### src/rtl/serial_regctl_pkg.sv
`timescale 1ns/1ps
package serial_regctl_pkg;
    localparam int INSTR_W = 8;
    localparam int CNT_W   = 2;
    localparam int ADDR_W  = 4;
    localparam int XFER_W  = (1 << CNT_W) * 8;

    localparam logic [ADDR_W-1:0] A_DATA = 4'd0;
    localparam logic [ADDR_W-1:0] A_CMD  = 4'd1;
    localparam logic [ADDR_W-1:0] A_OFS  = 4'd2;
    localparam logic [ADDR_W-1:0] A_GAIN = 4'd3;

    localparam int C_CLR  = 2;
    localparam int C_CRST = 3;
    localparam logic [1:0] MODE_CAL  = 2'b01;
    localparam logic [1:0] MODE_NORM = 2'b00;

    typedef enum logic [1:0] {SH_IDLE, SH_INSTR, SH_WDATA, SH_RDATA} sh_state_t;
    typedef enum logic [1:0] {CT_RESET, CT_NORMAL, CT_CAL} ct_state_t;
endpackage

### src/rtl/serial_regctl_sync.sv
`timescale 1ns/1ps
module serial_regctl_sync #(
    parameter int   STAGES  = 2,
    parameter logic RST_VAL = 1'b0
) (
    input  logic clk,
    input  logic rst_n,
    input  logic d_i,
    output logic q_o
);
    logic [STAGES-1:0] chain_q;

    always_ff @(posedge clk or negedge rst_n) begin
        if (!rst_n) chain_q <= {STAGES{RST_VAL}};
        else        chain_q <= {chain_q[STAGES-2:0], d_i};
    end

    assign q_o = chain_q[STAGES-1];
endmodule

### src/rtl/serial_regctl_shift.sv
`timescale 1ns/1ps
module serial_regctl_shift
    import serial_regctl_pkg::*;
#(
    parameter int SYNC_STAGES = 2,
    parameter int REG_W       = 24
) (
    input  logic              clk,
    input  logic              rst_n,
    input  logic              sclk_i,
    input  logic              cs_n_i,
    input  logic              sdi_i,
    input  logic [REG_W-1:0]  rd_word_i,
    output logic [ADDR_W-1:0] rd_addr_o,
    output logic              wr_stb_o,
    output logic [ADDR_W-1:0] wr_addr_o,
    output logic [REG_W-1:0]  wr_word_o,
    output logic              sdo_o
);
    localparam int BIT_W = $clog2(XFER_W + 1);
    localparam logic [BIT_W-1:0] INSTR_LAST = BIT_W'(INSTR_W - 1);

    logic sclk_s, cs_n_s, sdi_s, sclk_prev;
    logic rise, cs_act;

    // one synchroniser per serial pin, select idles high
    serial_regctl_sync #(.STAGES(SYNC_STAGES), .RST_VAL(1'b0)) u_sync_sclk
        (.clk(clk), .rst_n(rst_n), .d_i(sclk_i), .q_o(sclk_s));
    serial_regctl_sync #(.STAGES(SYNC_STAGES), .RST_VAL(1'b1)) u_sync_cs
        (.clk(clk), .rst_n(rst_n), .d_i(cs_n_i), .q_o(cs_n_s));
    serial_regctl_sync #(.STAGES(SYNC_STAGES), .RST_VAL(1'b0)) u_sync_sdi
        (.clk(clk), .rst_n(rst_n), .d_i(sdi_i), .q_o(sdi_s));

    sh_state_t              state_q, state_d;
    logic [BIT_W-1:0]       bit_q;
    logic [REG_W-2:0]       in_sr;
    logic [XFER_W-1:0]      out_sr;
    logic [CNT_W-1:0]       cnt_q;
    logic [ADDR_W-1:0]      addr_q;
    logic                   instr_last, data_last;
    logic [BIT_W-1:0]       nb_next;

    function automatic logic [BIT_W-1:0] nbits(input logic [CNT_W-1:0] c);
        return (BIT_W'(c) + BIT_W'(1)) << 3;
    endfunction

    assign rise       = sclk_s & ~sclk_prev;
    assign cs_act     = ~cs_n_s;
    assign instr_last = (bit_q == INSTR_LAST);
    assign data_last  = (bit_q == nbits(cnt_q) - BIT_W'(1));
    // count field of the byte completing now: bits 6:5 sit at in_sr[5:4]
    assign nb_next    = nbits(in_sr[5:4]);

    // state register
    always_ff @(posedge clk or negedge rst_n) begin
        if (!rst_n) state_q <= SH_IDLE;
        else        state_q <= state_d;
    end

    // next-state logic
    always_comb begin
        state_d = state_q;
        unique case (state_q)
            SH_IDLE:  if (cs_act) state_d = SH_INSTR;
            SH_INSTR: begin
                if (!cs_act)                 state_d = SH_IDLE;
                else if (rise && instr_last) state_d = in_sr[6] ? SH_RDATA : SH_WDATA;
            end
            SH_WDATA, SH_RDATA: begin
                if (!cs_act)                state_d = SH_IDLE;
                else if (rise && data_last) state_d = SH_INSTR;
            end
            default: state_d = SH_IDLE;
        endcase
    end

    // datapath
    always_ff @(posedge clk or negedge rst_n) begin
        if (!rst_n) begin
            sclk_prev <= 1'b0;
            bit_q     <= '0;
            in_sr     <= '0;
            out_sr    <= '0;
            cnt_q     <= '0;
            addr_q    <= '0;
        end else begin
            sclk_prev <= sclk_s;
            if (!cs_act) begin
                bit_q  <= '0;
                in_sr  <= '0;
                out_sr <= '0;
            end else if (rise) begin
                unique case (state_q)
                    SH_INSTR: begin
                        if (instr_last) begin
                            bit_q  <= '0;
                            cnt_q  <= in_sr[5:4];
                            addr_q <= {in_sr[2:0], sdi_s};
                            in_sr  <= '0;
                            out_sr <= XFER_W'(rd_word_i) << (BIT_W'(XFER_W) - nb_next);
                        end else begin
                            bit_q <= bit_q + BIT_W'(1);
                            in_sr <= {in_sr[REG_W-3:0], sdi_s};
                        end
                    end
                    SH_WDATA: begin
                        bit_q <= data_last ? '0 : bit_q + BIT_W'(1);
                        in_sr <= data_last ? '0 : {in_sr[REG_W-3:0], sdi_s};
                    end
                    SH_RDATA: begin
                        bit_q  <= data_last ? '0 : bit_q + BIT_W'(1);
                        out_sr <= out_sr << 1;
                        if (data_last) in_sr <= '0;
                    end
                    default: ;
                endcase
            end
        end
    end

    // outputs
    always_comb begin
        sdo_o     = (state_q == SH_RDATA) ? out_sr[XFER_W-1] : 1'b0;
        wr_stb_o  = cs_act && rise && (state_q == SH_WDATA) && data_last;
        wr_addr_o = addr_q;
        wr_word_o = {in_sr, sdi_s};
        rd_addr_o = {in_sr[2:0], sdi_s};
    end
endmodule

### src/rtl/serial_regctl_bank.sv
`timescale 1ns/1ps
module serial_regctl_bank
    import serial_regctl_pkg::*;
#(
    parameter int DATA_W = 16,
    parameter int CAL_W  = 24,
    parameter int REG_W  = 24
) (
    input  logic              clk,
    input  logic              rst_n,
    input  logic              wr_stb_i,
    input  logic [ADDR_W-1:0] wr_addr_i,
    input  logic [REG_W-1:0]  wr_word_i,
    input  logic              wr_block_i,
    input  logic              cal_fin_i,
    input  logic [CAL_W-1:0]  cal_ofs_i,
    input  logic [CAL_W-1:0]  cal_gain_i,
    input  logic [ADDR_W-1:0] rd_addr_i,
    output logic [REG_W-1:0]  rd_word_o,
    output logic [DATA_W-1:0] dir_o,
    output logic [DATA_W-1:0] cmr_o,
    output logic [CAL_W-1:0]  ocr_o,
    output logic [CAL_W-1:0]  fcr_o
);
    logic [DATA_W-1:0] dir_q, cmr_q;
    logic [CAL_W-1:0]  ocr_q, fcr_q;
    logic              we;

    assign we = wr_stb_i & ~wr_block_i;

    always_ff @(posedge clk or negedge rst_n) begin
        if (!rst_n) begin
            dir_q <= '0;
            cmr_q <= '0;
            ocr_q <= '0;
            fcr_q <= '0;
        end else begin
            // data word: clear bit wins over host writes
            if (cmr_q[C_CLR])                    dir_q <= '0;
            else if (we && wr_addr_i == A_DATA)  dir_q <= wr_word_i[DATA_W-1:0];

            // command word: end of calibration returns mode to normal
            if (we && wr_addr_i == A_CMD)        cmr_q <= wr_word_i[DATA_W-1:0];
            else if (cal_fin_i)                  cmr_q[1:0] <= MODE_NORM;

            // correction words: reset bit wins, then results, then host
            if (cmr_q[C_CRST]) begin
                ocr_q <= '0;
                fcr_q <= '0;
            end else if (cal_fin_i) begin
                ocr_q <= cal_ofs_i;
                fcr_q <= cal_gain_i;
            end else if (we) begin
                if (wr_addr_i == A_OFS)  ocr_q <= wr_word_i[CAL_W-1:0];
                if (wr_addr_i == A_GAIN) fcr_q <= wr_word_i[CAL_W-1:0];
            end
        end
    end

    always_comb begin
        case (rd_addr_i)
            A_DATA:  rd_word_o = REG_W'(dir_q);
            A_CMD:   rd_word_o = REG_W'(cmr_q);
            A_OFS:   rd_word_o = REG_W'(ocr_q);
            A_GAIN:  rd_word_o = REG_W'(fcr_q);
            default: rd_word_o = '0;
        endcase
    end

    assign dir_o = dir_q;
    assign cmr_o = cmr_q;
    assign ocr_o = ocr_q;
    assign fcr_o = fcr_q;
endmodule

### src/rtl/serial_regctl_ctl.sv
`timescale 1ns/1ps
module serial_regctl_ctl
    import serial_regctl_pkg::*;
(
    input  logic       clk,
    input  logic       rst_n,
    input  logic [1:0] mode_i,
    input  logic       cal_done_i,
    output logic       cal_req_o,
    output logic       busy_o,
    output logic       wr_block_o,
    output logic       cal_fin_o
);
    ct_state_t state_q, state_d;
    logic      req_q;

    // state register
    always_ff @(posedge clk or negedge rst_n) begin
        if (!rst_n) begin
            state_q <= CT_RESET;
            req_q   <= 1'b0;
        end else begin
            state_q <= state_d;
            req_q   <= (state_q == CT_NORMAL) && (state_d == CT_CAL);
        end
    end

    // next-state logic
    always_comb begin
        state_d = state_q;
        unique case (state_q)
            CT_RESET:  state_d = CT_NORMAL;
            CT_NORMAL: if (mode_i == MODE_CAL) state_d = CT_CAL;
            CT_CAL:    if (cal_done_i)        state_d = CT_NORMAL;
            default:   state_d = CT_RESET;
        endcase
    end

    // outputs
    always_comb begin
        cal_req_o  = req_q;
        busy_o     = (state_q == CT_CAL);
        wr_block_o = (state_q != CT_NORMAL);
        cal_fin_o  = (state_q == CT_CAL) && cal_done_i;
    end
endmodule

### src/rtl/serial_regctl.sv
`timescale 1ns/1ps
module serial_regctl
    import serial_regctl_pkg::*;
#(
    parameter int DATA_W      = 16,
    parameter int CAL_W       = 24,
    parameter int SYNC_STAGES = 2
) (
    input  logic              clk,
    input  logic              rst_n,
    input  logic              sclk_i,
    input  logic              cs_n_i,
    input  logic              sdi_i,
    output logic              sdo_o,
    input  logic              cal_done_i,
    input  logic [CAL_W-1:0]  cal_ofs_i,
    input  logic [CAL_W-1:0]  cal_gain_i,
    output logic              cal_req_o,
    output logic              cal_busy_o,
    output logic [DATA_W-1:0] dac_code_o,
    output logic [DATA_W-1:0] cmd_o,
    output logic [CAL_W-1:0]  ofs_o,
    output logic [CAL_W-1:0]  gain_o
);
    localparam int REG_W = (CAL_W > DATA_W) ? CAL_W : DATA_W;

    logic [REG_W-1:0]  rd_word, wr_word;
    logic [ADDR_W-1:0] rd_addr, wr_addr;
    logic              wr_stb, wr_block, cal_fin;

    serial_regctl_shift #(.SYNC_STAGES(SYNC_STAGES), .REG_W(REG_W)) u_shift (
        .clk(clk), .rst_n(rst_n), .sclk_i(sclk_i), .cs_n_i(cs_n_i), .sdi_i(sdi_i),
        .rd_word_i(rd_word), .rd_addr_o(rd_addr), .wr_stb_o(wr_stb),
        .wr_addr_o(wr_addr), .wr_word_o(wr_word), .sdo_o(sdo_o)
    );

    serial_regctl_bank #(.DATA_W(DATA_W), .CAL_W(CAL_W), .REG_W(REG_W)) u_bank (
        .clk(clk), .rst_n(rst_n), .wr_stb_i(wr_stb), .wr_addr_i(wr_addr),
        .wr_word_i(wr_word), .wr_block_i(wr_block), .cal_fin_i(cal_fin),
        .cal_ofs_i(cal_ofs_i), .cal_gain_i(cal_gain_i), .rd_addr_i(rd_addr),
        .rd_word_o(rd_word), .dir_o(dac_code_o), .cmr_o(cmd_o),
        .ocr_o(ofs_o), .fcr_o(gain_o)
    );

    serial_regctl_ctl u_ctl (
        .clk(clk), .rst_n(rst_n), .mode_i(cmd_o[1:0]), .cal_done_i(cal_done_i),
        .cal_req_o(cal_req_o), .busy_o(cal_busy_o), .wr_block_o(wr_block),
        .cal_fin_o(cal_fin)
    );
endmodule

### config.mk
export PLATFORM = sky130hd
export DESIGN_NAME = serial_regctl
export DESIGN_NICKNAME = d
export VERILOG_FILES = /design/src/rtl/serial_regctl_pkg.sv /design/src/rtl/serial_regctl_sync.sv /design/src/rtl/serial_regctl_shift.sv /design/src/rtl/serial_regctl_bank.sv /design/src/rtl/serial_regctl_ctl.sv /design/src/rtl/serial_regctl.sv
export SDC_FILE = /design/constraint.sdc
export NUM_CORES = 1
export LEC_CHECK = 0
export ABC_AREA = 1
export ABC_CLOCK_PERIOD_IN_PS = 5400
export BUFFER_PORTS_ARGS = -buffer_cell sky130_fd_sc_hd__buf_2
export CORE_ASPECT_RATIO = 1.25
export CORE_MARGIN = 8
export CORE_UTILIZATION = 60
export CTS_CLUSTER_DIAMETER = 150
export DETAILED_ROUTE_END_ITERATION = 16
export HOLD_SLACK_MARGIN = 0.03
export PLACE_DENSITY = 0.87
export SETUP_SLACK_MARGIN = 0.1
export SYNTH_ARGS = -nofsm -noshare
export SYNTH_HDL_FRONTEND = slang
export SYNTH_SLANG_ARGS = --single-unit
### constraint.sdc
create_clock -name clk -period 5.4 [get_ports clk]
set_input_delay 0.54 -clock clk [delete_from_list [all_inputs] [get_ports clk]]
set_output_delay 0.54 -clock clk [all_outputs]
set_load 0.005 [all_outputs]
# --- Word-level counts from Yosys, hierarchy flattened ---
# Cells that the tools add are included.
word_totals:
  regBits: 159
op_classes:
  shift: 1
  add_sub_neg: 5
  eq_ne: 21
  bitwise_logic: 5
  reduce_logical: 30
  mux: 39
ops:
  columns: ["op", "n"]
  rows:
  - ["24-bit 2-to-1 mux", 8]
  - ["23-bit 2-to-1 mux", 5]
  - ["32-bit 2-to-1 mux", 3]
  - ["24-bit case mux with 4 select lines", 1]
  - ["23-bit case mux with 3 select lines", 1]
  - ["32-bit case mux with 2 select lines", 1]
  - ["16-bit 2-to-1 mux", 2]
  - ["24-bit by 6-bit left shift with 32-bit output", 1]
  - ["6-bit 2-to-1 mux", 4]
  - ["2-bit 2-to-1 mux", 9]
  - ["4-bit by 2-bit == test with 1-bit output, second input constant", 4]
  - ["3-bit nonzero test", 5]
  - ["2-bit case mux with 3 select lines", 2]
  - ["6-bit case mux with 2 select lines", 1]
  - ["1-bit logical AND", 9]
  - ["3-bit by 2-bit != test with 1-bit output, second input constant", 3]
  - ["3-bit AND reduction", 3]
  - ["2-bit == test, second input constant", 4]
  - ["4-bit by 1-bit == test with 1-bit output, second input constant", 2]
  - ["4-bit logical NOT", 2]
  - ["2-bit by 1-bit adder with 3-bit output, second input constant", 2]
  - ["6-bit by 1-bit adder with 6-bit output, second input constant", 1]
  - ["2-bit by 1-bit == test with 1-bit output, second input constant", 3]
  - ["6-bit by 3-bit == test with 1-bit output, second input constant", 1]
  - ["15 further kinds", 24]

# --- Logic depth before layout (Yosys ltp) ---
# Gate-level depths: netlist (run 1).
depth:
  ltp_word: 9
  mapped_depth: 14

# --- By module ---
# Synthesis (run 1) repeated with hierarchy kept, for this count alone.
hier_totals:
  cells_unflattened: 1247
  hier_area_um2: 9031.2
by_module_without_submodules:
  columns: ["mod", "seq_area_each_um2", "instances", "area_per_inst_um2", "cells_each"]
  rows:
  - ["serial_regctl_bank", 2001.9, 1, 4610.7, 688]
  - ["serial_regctl_shift", 1751.7, 1, 4116.4, 531]
  - ["serial_regctl_ctl", 75.1, 1, 151.4, 22]
  - ["serial_regctl_sync (u_shift.u_sync_sclk ...)", 50.0, 2, 50.0, 2]
  - ["serial_regctl_sync (u_shift.u_sync_cs)", 52.6, 1, 52.6, 2]

# --- Least setup slack after synthesis (run 1) ---
# Ideal clock, no wire load.
synth_path:
  path_kind: "register -> register"
  from: "register u_shift.cnt_q[0]"
  to: "register u_bank.cmr_q[11] (netlist: u_bank.cmr_o[11])"
  setup_time_ps: 131
  path_stages_with_launch: 11
  arrival_ps: 1653
  slack_ps: 3616
  required_time_ps: 5269
  period_less_slack_ps: 1784
  path_cell_list: "dfrtp_1 > ha_1 > nand2_1 > inv_2 > o21ai_1 > nand3_2 > nor2_8 > nand4_2 > clkbuf_1 > nand2_1 > o21ai_0"
synth_between:
  elab_chain_len: 6
synth_rtl:
  columns: ["item", "line", "rtl"]
  rows:
  - ["start, declared", "serial_regctl_shift.sv:38", "logic [CNT_W-1:0] cnt_q;"]
  - ["start signal, assigned", "serial_regctl_shift.sv:97", "cnt_q <= in_sr[5:4];"]
  - ["2-bit by 1-bit adder with 3-bit output", "serial_regctl_shift.sv:44", "return (BIT_W'(c) + BIT_W'(1)) << 3;"]
  - ["6-bit by 1-bit subtractor with 6-bit output", "serial_regctl_shift.sv:50", "assign data_last = (bit_q == nbits(cnt_q) - BIT_W'(1));"]
  - ["6-bit == test", "serial_regctl_shift.sv:50", null]
  - ["1-bit logical AND", "serial_regctl_shift.sv:124", "wr_stb_o = cs_act && rise && (state_q == SH_WDATA) && data_last;"]
  - ["1-bit bitwise AND", "serial_regctl_bank.sv:29", "assign we = wr_stb_i & ~wr_block_i;"]
  - ["1-bit logical AND", "serial_regctl_bank.sv:43", "if (we && wr_addr_i == A_CMD) cmr_q <= wr_word_i[DATA_W-1:0];"]
  - ["end signal, assigned", "serial_regctl_bank.sv:43", null]
  - ["end, declared", "serial_regctl_bank.sv:25", "logic [DATA_W-1:0] dir_q, cmr_q;"]
# Every way passes these cells.
# A chain may end at the register's enable or synchronous reset.

# --- Final worst setup path (run 1) ---
layout_path:
  from: "register u_shift.state_q[1]"
  to: "register u_shift.in_sr[8]"
layout_between:
  elab_chain_len: 4
layout_rtl:
  columns: ["item", "line", "rtl"]
  rows:
  - ["start, declared", "serial_regctl_shift.sv:34", "sh_state_t state_q, state_d;"]
  - ["start signal, assigned", "serial_regctl_shift.sv:57", "else state_q <= state_d;"]
  - ["2-bit == test / 2-bit by 1-bit == test with 1-bit output (equally long branches)", "serial_regctl_shift.sv:93", "unique case (state_q)"]
  - ["23-bit case mux with 3 select lines", "serial_regctl_shift.sv:93", null]
  - ["23-bit 2-to-1 mux", "serial_regctl_shift.sv:92", "end else if (rise) begin"]
  - ["23-bit 2-to-1 mux", "serial_regctl_shift.sv:88", "if (!cs_act) begin"]
  - ["end signal, assigned", "serial_regctl_shift.sv:103", "in_sr <= {in_sr[REG_W-3:0], sdi_s};"]
  - ["end signal, assigned", "serial_regctl_shift.sv:108", "in_sr <= data_last ? '0 : {in_sr[REG_W-3:0], sdi_s};"]
  - ["end, declared", "serial_regctl_shift.sv:36", "logic [REG_W-2:0] in_sr;"]
# Parallel ways exist; a longest one is shown, timed or not. The select of a mux whose other input is x is not followed.

==> impl_metrics.json, run 1 <==
{
  "power_frac_comb": 0.085,
  "synth-seq-cells": 159,
  "internal-power_mw": 2.10,
  "slew_violations": 0,
  "async_flop_share": 1.00,
  "cts_resized": 0,
  "final.setup.worst_slack_ns": 2.44,
  "diodes": 0,
  "core_area_mm2": 0.0142,
  "synth_area_leader_cell": "dfrtp_1",
  "layout_common_cells": "nand2_1, dfrtp_1, nand3_1",
  "clock_latency_ns": 0.44,
  "yosys.cell_types.count": 45,
  "cts_setup_buffers": 0,
  "seq_area_frac_synth": 0.461,
  "cts.path.max_buffers": 2,
  "grt_pass1_vias": 8207,
  "die_area_mm2": 0.0185,
  "syn_inst": 1174,
  "layout-drive-gt1-share": 0.170,
  "die_w_um": 123,
  "nets": 1322,
  "clock_skew_ns": 0.00730,
  "start_util": 0.608,
  "gr-usage-all-layers": 0.300,
  "area_growth_pct": 13.9,
  "p_seq_frac": 0.444,
  "power.share.clock": 0.471,
  "period_needed_ns": 2.96,
  "end_kind": "flip-flop",
  "drt-initial-drc-count": 1062,
  "crit_required_ns": 5.73,
  "cts-root-buf": "clkbuf_16",
  "dpl.hpwl_um": 18800,
  "cts_made_buffers": 17,
  "synth.top_cell.area_share": 0.455,
  "setup_viol": 0,
  "rsz0062_at_grt": "false",
  "wl_per_cell_um": 18.5,
  "vias": 8611,
  "grt_first_pass_wirelength_um": 42900,
  "worst_pin_slew_ns": 1.07,
  "gp_congestion": 0.953,
  "min_path_type": "in -> reg",
  "cts-htree-levels": 4,
  "ys_warn_count": 0,
  "cts.hold.buffers_added": 0,
  "fin_total_pwr_mw": 2.79,
  "ant_nets": 0,
  "synth_area_mm2": 0.00864,
  "routed_wl_um": 26900,
  "start_kind": "flip-flop",
  "switching_share": 0.250,
  "io_buffer_count": 136,
  "maxCapViolCount": 0,
  "status": "complete, no violations",
  "dr.pass1.iters": 6,
  "drc": 0,
  "synth_edf_count": 0,
  "dpl_cell_area_mm2": 0.00920,
  "syn-num-nets": 1231,
  "synth.avg_cell_area_um2": 7.36,
  "yosys_most_used_dff": "dfrtp_1",
  "switchingPower_mw": 0.698,
  "die-height_um": 150,
  "hold_viol_final": 0,
  "path_class": "reg -> reg",
  "grt.overflow.total": 0,
  "drt-vias-per-instance": 5.92,
  "final_common_cell": "nand2_1",
  "clk_pin_slew_ns": 0.06,
  "cp_max_fo": 21,
  "rows": 49,
  "antenna_found_initial": 0,
  "clock-sinks": 159,
  "cts_tree": "built",
  "synth_area_leaders": "dfrtp_1, nand2_1, nand3_1",
  "leakagePower_nw": 5.35,
  "io-pin-count": 137,
  "preCtsSetupSlack_ns": 2.49,
  "maxSlewHeadroom": 0.283,
  "grt_max_degree": 112,
  "max_freq_ghz": 0.338,
  "period_share": 0.547,
  "irDropWorstVdd_v": 0.000171,
  "fin_area_mm2": 0.00984,
  "setup-tns-final_ns": 0,
  "p_per_area_mw_per_mm2": 284,
  "cp.arrival_ns": 3.28
}
==> power groups by stage <==
| stage | logic (mW) | registers, mW | clock network, mW |
|---|---|---|---|
| 2_1_floorplan | 0.161 | 1.25 | 0 |
| 3_3_place_gp | 0.229 | 1.26 | 0 |
| 3_5_place_dp | 0.235 | 1.26 | 0 |
| 4_1_cts | 0.236 | 1.24 | 1.31 |
| 5_1_grt | 0.264 | 1.24 | 1.36 |
| 6_report | 0.238 | 1.24 | 1.31 |
==> per-stage QoR <==
step | util | std cells | hold WS [ns]
finish | 0.692 | 1455 | 0.202
global route | 0.692 | 1455 | 0.197
CTS | 0.692 | 1455 | 0.204
detailed placement | 0.647 | 1424 | 0.339
global placement | 0.647 | 1424 | 0.334
floorplan | - | 1174 | 0.244
==> worst max-delay path, cell delays in order (launching register included) <==
cell and delay [ns]:
dfrtp_1 0.64, nor2_1 0.15, o21ai_1 0.60, nand2_1 0.10, inv_1 0.12, nand4_1 0.78, o21ai_0 0.44
==> Yosys cell counts, types with 2 or more instances <==
| cell type | instances |
|---|---|
| nand2_4 | 3 |
| nand2_1 | 476 |
| a22oi_1 | 2 |
| nor2_2 | 3 |
| dfstp_2 | 2 |
| o211ai_1 | 15 |
| nand2_2 | 3 |
| nand3_2 | 10 |
| nand3_1 | 151 |
| nor2_1 | 79 |
| dlygate4sd1_1 | 2 |
| a21oi_1 | 60 |
| inv_2 | 11 |
| xor2_1 | 2 |
| buf_2 | 22 |
| inv_1 | 40 |
| clkbuf_1 | 28 |
| dfrtp_1 | 157 |
| buf_4 | 3 |
| buf_1 | 2 |
| nand4_1 | 2 |
| clkbuf_2 | 2 |
| nor2_4 | 2 |
| ha_1 | 3 |
| o21ai_0 | 27 |
| clkinv_1 | 3 |
| nor3_1 | 2 |
| nand4_4 | 3 |
| buf_6 | 7 |
| buf_8 | 2 |
| o21ai_1 | 36 |
==> kinds of logic (layout without fill, tap and decap cells) <==
logic type               count (synthesis)  count (layout)  synth area share
AND/OR/NAND/NOR                        741             741             0.372
AO/OA/AOI/OAI                          144             144            0.0896
buffers and inverters                  124             227            0.0702
XOR/XNOR                                 3               3           0.00304
adder cells (fa/ha/maj)                  3               3           0.00434
flip-flops                             159             159             0.461
==> sequential cells by signal, indices dropped and copies added, names as in the netlist <==
name / count
u_shift.u_sync_sdi.chain_q: 2
u_shift.wr_addr_o: 4
u_bank.cmr_o: 16
u_shift.state_q: 2
u_shift.u_sync_cs.chain_q: 2
u_ctl.state_q: 2
u_bank.ocr_o: 24
u_shift.out_sr: 32
u_ctl.cal_req_o: 1
u_shift.bit_q: 6
u_bank.dir_o: 16
u_shift.sclk_prev: 1
u_shift.u_sync_sclk.chain_q: 2
u_shift.in_sr: 23
u_shift.cnt_q: 2
u_bank.fcr_o: 24
==> path summary, 6_finish.rpt <==
| check | endpoint | slack (ns) | cells past startpoint | from |
|---|---|---|---|---|
| setup / recovery | u_shift.in_sr[8] | 2.44 | 6 | u_shift.state_q[1] |
| hold / removal | u_shift.u_sync_cs.chain_q[0] | 0.20 | 1 | cs_n_i |
| setup reg to reg | u_shift.in_sr[8] | 2.44 | 6 | u_shift.state_q[1] |
| hold reg to reg | u_shift.u_sync_sdi.chain_q[1] | 0.35 | 0 | u_shift.u_sync_sdi.chain_q[0] |
| max in group asynchronous | u_bank.dir_o[14] | 4.00 | 2 | rst_n |
| min in group asynchronous | u_shift.bit_q[2] | 0.22 | 1 | rst_n |
==> layer usage <==
layer / routed length, um / global-route usage / vias up
met1: 9960 / 0.364 / 4039
li1: - / - / 3975
met3: 2260 / 0.0664 / 95
met2: 13100 / 0.476 / 502
met5: 0 / 0 / -
met4: 1670 / 0.186 / 0
==> final cells by class <==
type,instances,area [um^2]
clock inverter,9,155
clock buffer,22,484
tap,178,223
fill,1166,4380
inverter,55,211
multi-input combinational,891,4060
timing repair buffer,141,724
sequential,159,3980
Power figures use the tool's default switching activity.
==> inputs of run 2 (changes only) <==
Settings changed: ABC_CLOCK_PERIOD_IN_PS 5400 to 2750, CORE_UTILIZATION 60 to 57, PLACE_DENSITY 0.87 to 0.83.
Clock period 5.4 ns to 2.75 ns, I/O delays scaled along.
==> run 2 against run 1 <==
Sequential share of layout area down 0.54 points. Cell count up 1.6%. Cell area up 1.3%. Utilization down 2.2 points. Clock skew up 0.0019 ns. Flip-flop and latch count unchanged. Combinational power up 110%. Count of clock-buffer cells in the layout down 5. Global-route usage down 0.80 points. Non-clock buffer count up 18. Register-to-register slack worse by 2.0 ns. Setup slack worse by 2.0 ns. Critical endpoint is now u_shift.in_sr[13].
==> impl_metrics.json, run 2 (synthesized netlist as in run 1, its figures left out) <==
{
  "clock-sinks": 159,
  "grt_first_pass_wirelength_um": 44900,
  "vias": 8687,
  "largest_register_ffs": 32,
  "nets": 1340,
  "io_buffer_count": 136,
  "setup-tns-final_ns": 0,
  "cts_made_buffers": 17,
  "clock_skew_ns": 0.00925,
  "cp_max_fo": 23,
  "die_area_mm2": 0.0194,
  "cts-root-buf": "clkbuf_16",
  "irDropWorstVdd_v": 0.000352,
  "cts_setup_buffers": 0,
  "period_needed_ns": 2.31,
  "maxSlewHeadroom": 0.392,
  "gr-usage-all-layers": 0.292,
  "max_freq_ghz": 0.434,
  "diodes": 0,
  "rsz0062_at_grt": "false",
  "die-height_um": 154,
  "end_kind": "flip-flop",
  "drt-initial-drc-count": 985,
  "cts.hold.buffers_added": 4,
  "setup_viol": 0,
  "wl_per_cell_um": 18.6,
  "area_growth_pct": 15.4,
  "worst_pin_slew_ns": 0.909,
  "routed_wl_um": 27500,
  "layout_common_cells": "nand2_1, dfrtp_1, nand3_1",
  "clk_pin_slew_ns": 0.07,
  "rows": 50,
  "leakagePower_nw": 5.41,
  "slew_violations": 0,
  "cts_tree": "built",
  "cts.path.max_buffers": 2,
  "gp_congestion": 0.936,
  "cts_resized": 0,
  "dr.pass1.iters": 6,
  "crit_required_ns": 3.08,
  "drc": 0,
  "grt.overflow.total": 0,
  "cp.arrival_ns": 2.63,
  "clock_latency_ns": 0.44,
  "antenna_found_initial": 0,
  "min_path_type": "in -> reg",
  "hold_viol_final": 0,
  "dpl.hpwl_um": 19700,
  "path_class": "reg -> reg",
  "core_area_mm2": 0.0149,
  "maxCapViolCount": 0,
  "die_w_um": 126,
  "regMostFlops": "u_shift.out_sr",
  "drt-vias-per-instance": 5.88,
  "cts-htree-levels": 4,
  "io-pin-count": 137,
  "start_kind": "flip-flop",
  "layout-drive-gt1-share": 0.180,
  "grt_pass1_vias": 8611,
  "start_util": 0.580,
  "status": "complete, no violations",
  "ant_nets": 0,
  "final_common_cell": "nand2_1",
  "p_per_area_mw_per_mm2": 530,
  "hold_slack_ns": 0.162,
  "grt_max_degree": 71,
  "period_share": 0.838,
  "fill_cells": 1310
}
[run 2: cell count changes in the layout (fill, tap and decap cells not counted), sizes merged]
| cell | before | now |
|---|---|---|
| clkbuf | 22 | 17 |
| dlygate4sd3 | 0 | 4 |
| bufinv | 4 | 0 |
| inv | 52 | 58 |
| buf | 141 | 155 |
| clkinv | 7 | 10 |
| clkinvlp | 1 | 2 |
[run 2: metrics by stage]
| step | util | setup slack [ns] | power, mW | instances | cell area (um^2) |
|---|---|---|---|---|---|
| 6_report | 0.670 | 0.444 | 5.29 | 1478 | 9970 |
| 5_1_grt | 0.670 | 0.186 | 5.46 | 1478 | 9970 |
| 3_5_place_dp | 0.627 | 0.507 | 2.95 | 1442 | 9340 |
| 3_3_place_gp | 0.627 | 0.584 | 2.94 | 1442 | 9340 |
| 4_1_cts | 0.670 | 0.448 | 5.29 | 1478 | 9970 |
| 2_1_floorplan | - | 0.966 | 2.77 | 1174 | 8640 |
[run 2: final cells by class]
cell class / instances / area, um^2 / share of cell area
multi-input cells: 891 / 4060 / 0.407
flip-flops and latches: 159 / 3980 / 0.399
repair buffers: 159 / 895 / 0.0897
clock buffers: 17 / 425 / 0.0427
well taps: 182 / 228 / 0.0228
inverters: 55 / 211 / 0.0212
clock inverters: 15 / 171 / 0.0172
[run 2: final timing paths]
path | start | end | slack, ns | cells after the start
max | u_shift.cnt_q[0] | u_shift.in_sr[13] | 0.44 | 11
min | cal_done_i | u_ctl.state_q[1] | 0.16 | 4
max reg2reg | u_shift.cnt_q[0] | u_shift.in_sr[13] | 0.44 | 11
min reg2reg | u_shift.u_sync_sclk.chain_q[0] | u_shift.u_sync_sclk.chain_q[1] | 0.36 | 0
max in group asynchronous | rst_n | u_bank.ocr_o[13] | 1.56 | 3
min in group asynchronous | rst_n | u_shift.sclk_prev | 0.41 | 2
[run 2: power breakdown]
part           switching (mW)  internal [mW]  leakage (nW)
Combinational           0.355          0.141          2.95
Sequential             0.0522           2.38          2.18
Clock                    1.14           1.22         0.285
[run 2: metal layers]
layer | up-vias | track usage | share of wire
li1 | 4012 | - | -
met5 | - | 0 | 0
met1 | 4103 | 0.342 | 0.37
met2 | 453 | 0.473 | 0.49
met4 | 0 | 0.195 | 0.068
met3 | 119 | 0.0644 | 0.077
[run 2: critical path, stage by stage (launching register included)]
cell     delay, ns
dfrtp_1       0.44
ha_1          0.23
nor2_1        0.13
nor2_1        0.06
nand2_1       0.13
nand2_1       0.07
nor2_1        0.14
nand2_1       0.11
nand2_1       0.12
nand2_1       0.45
nand2_1       0.22
o21ai_1       0.08
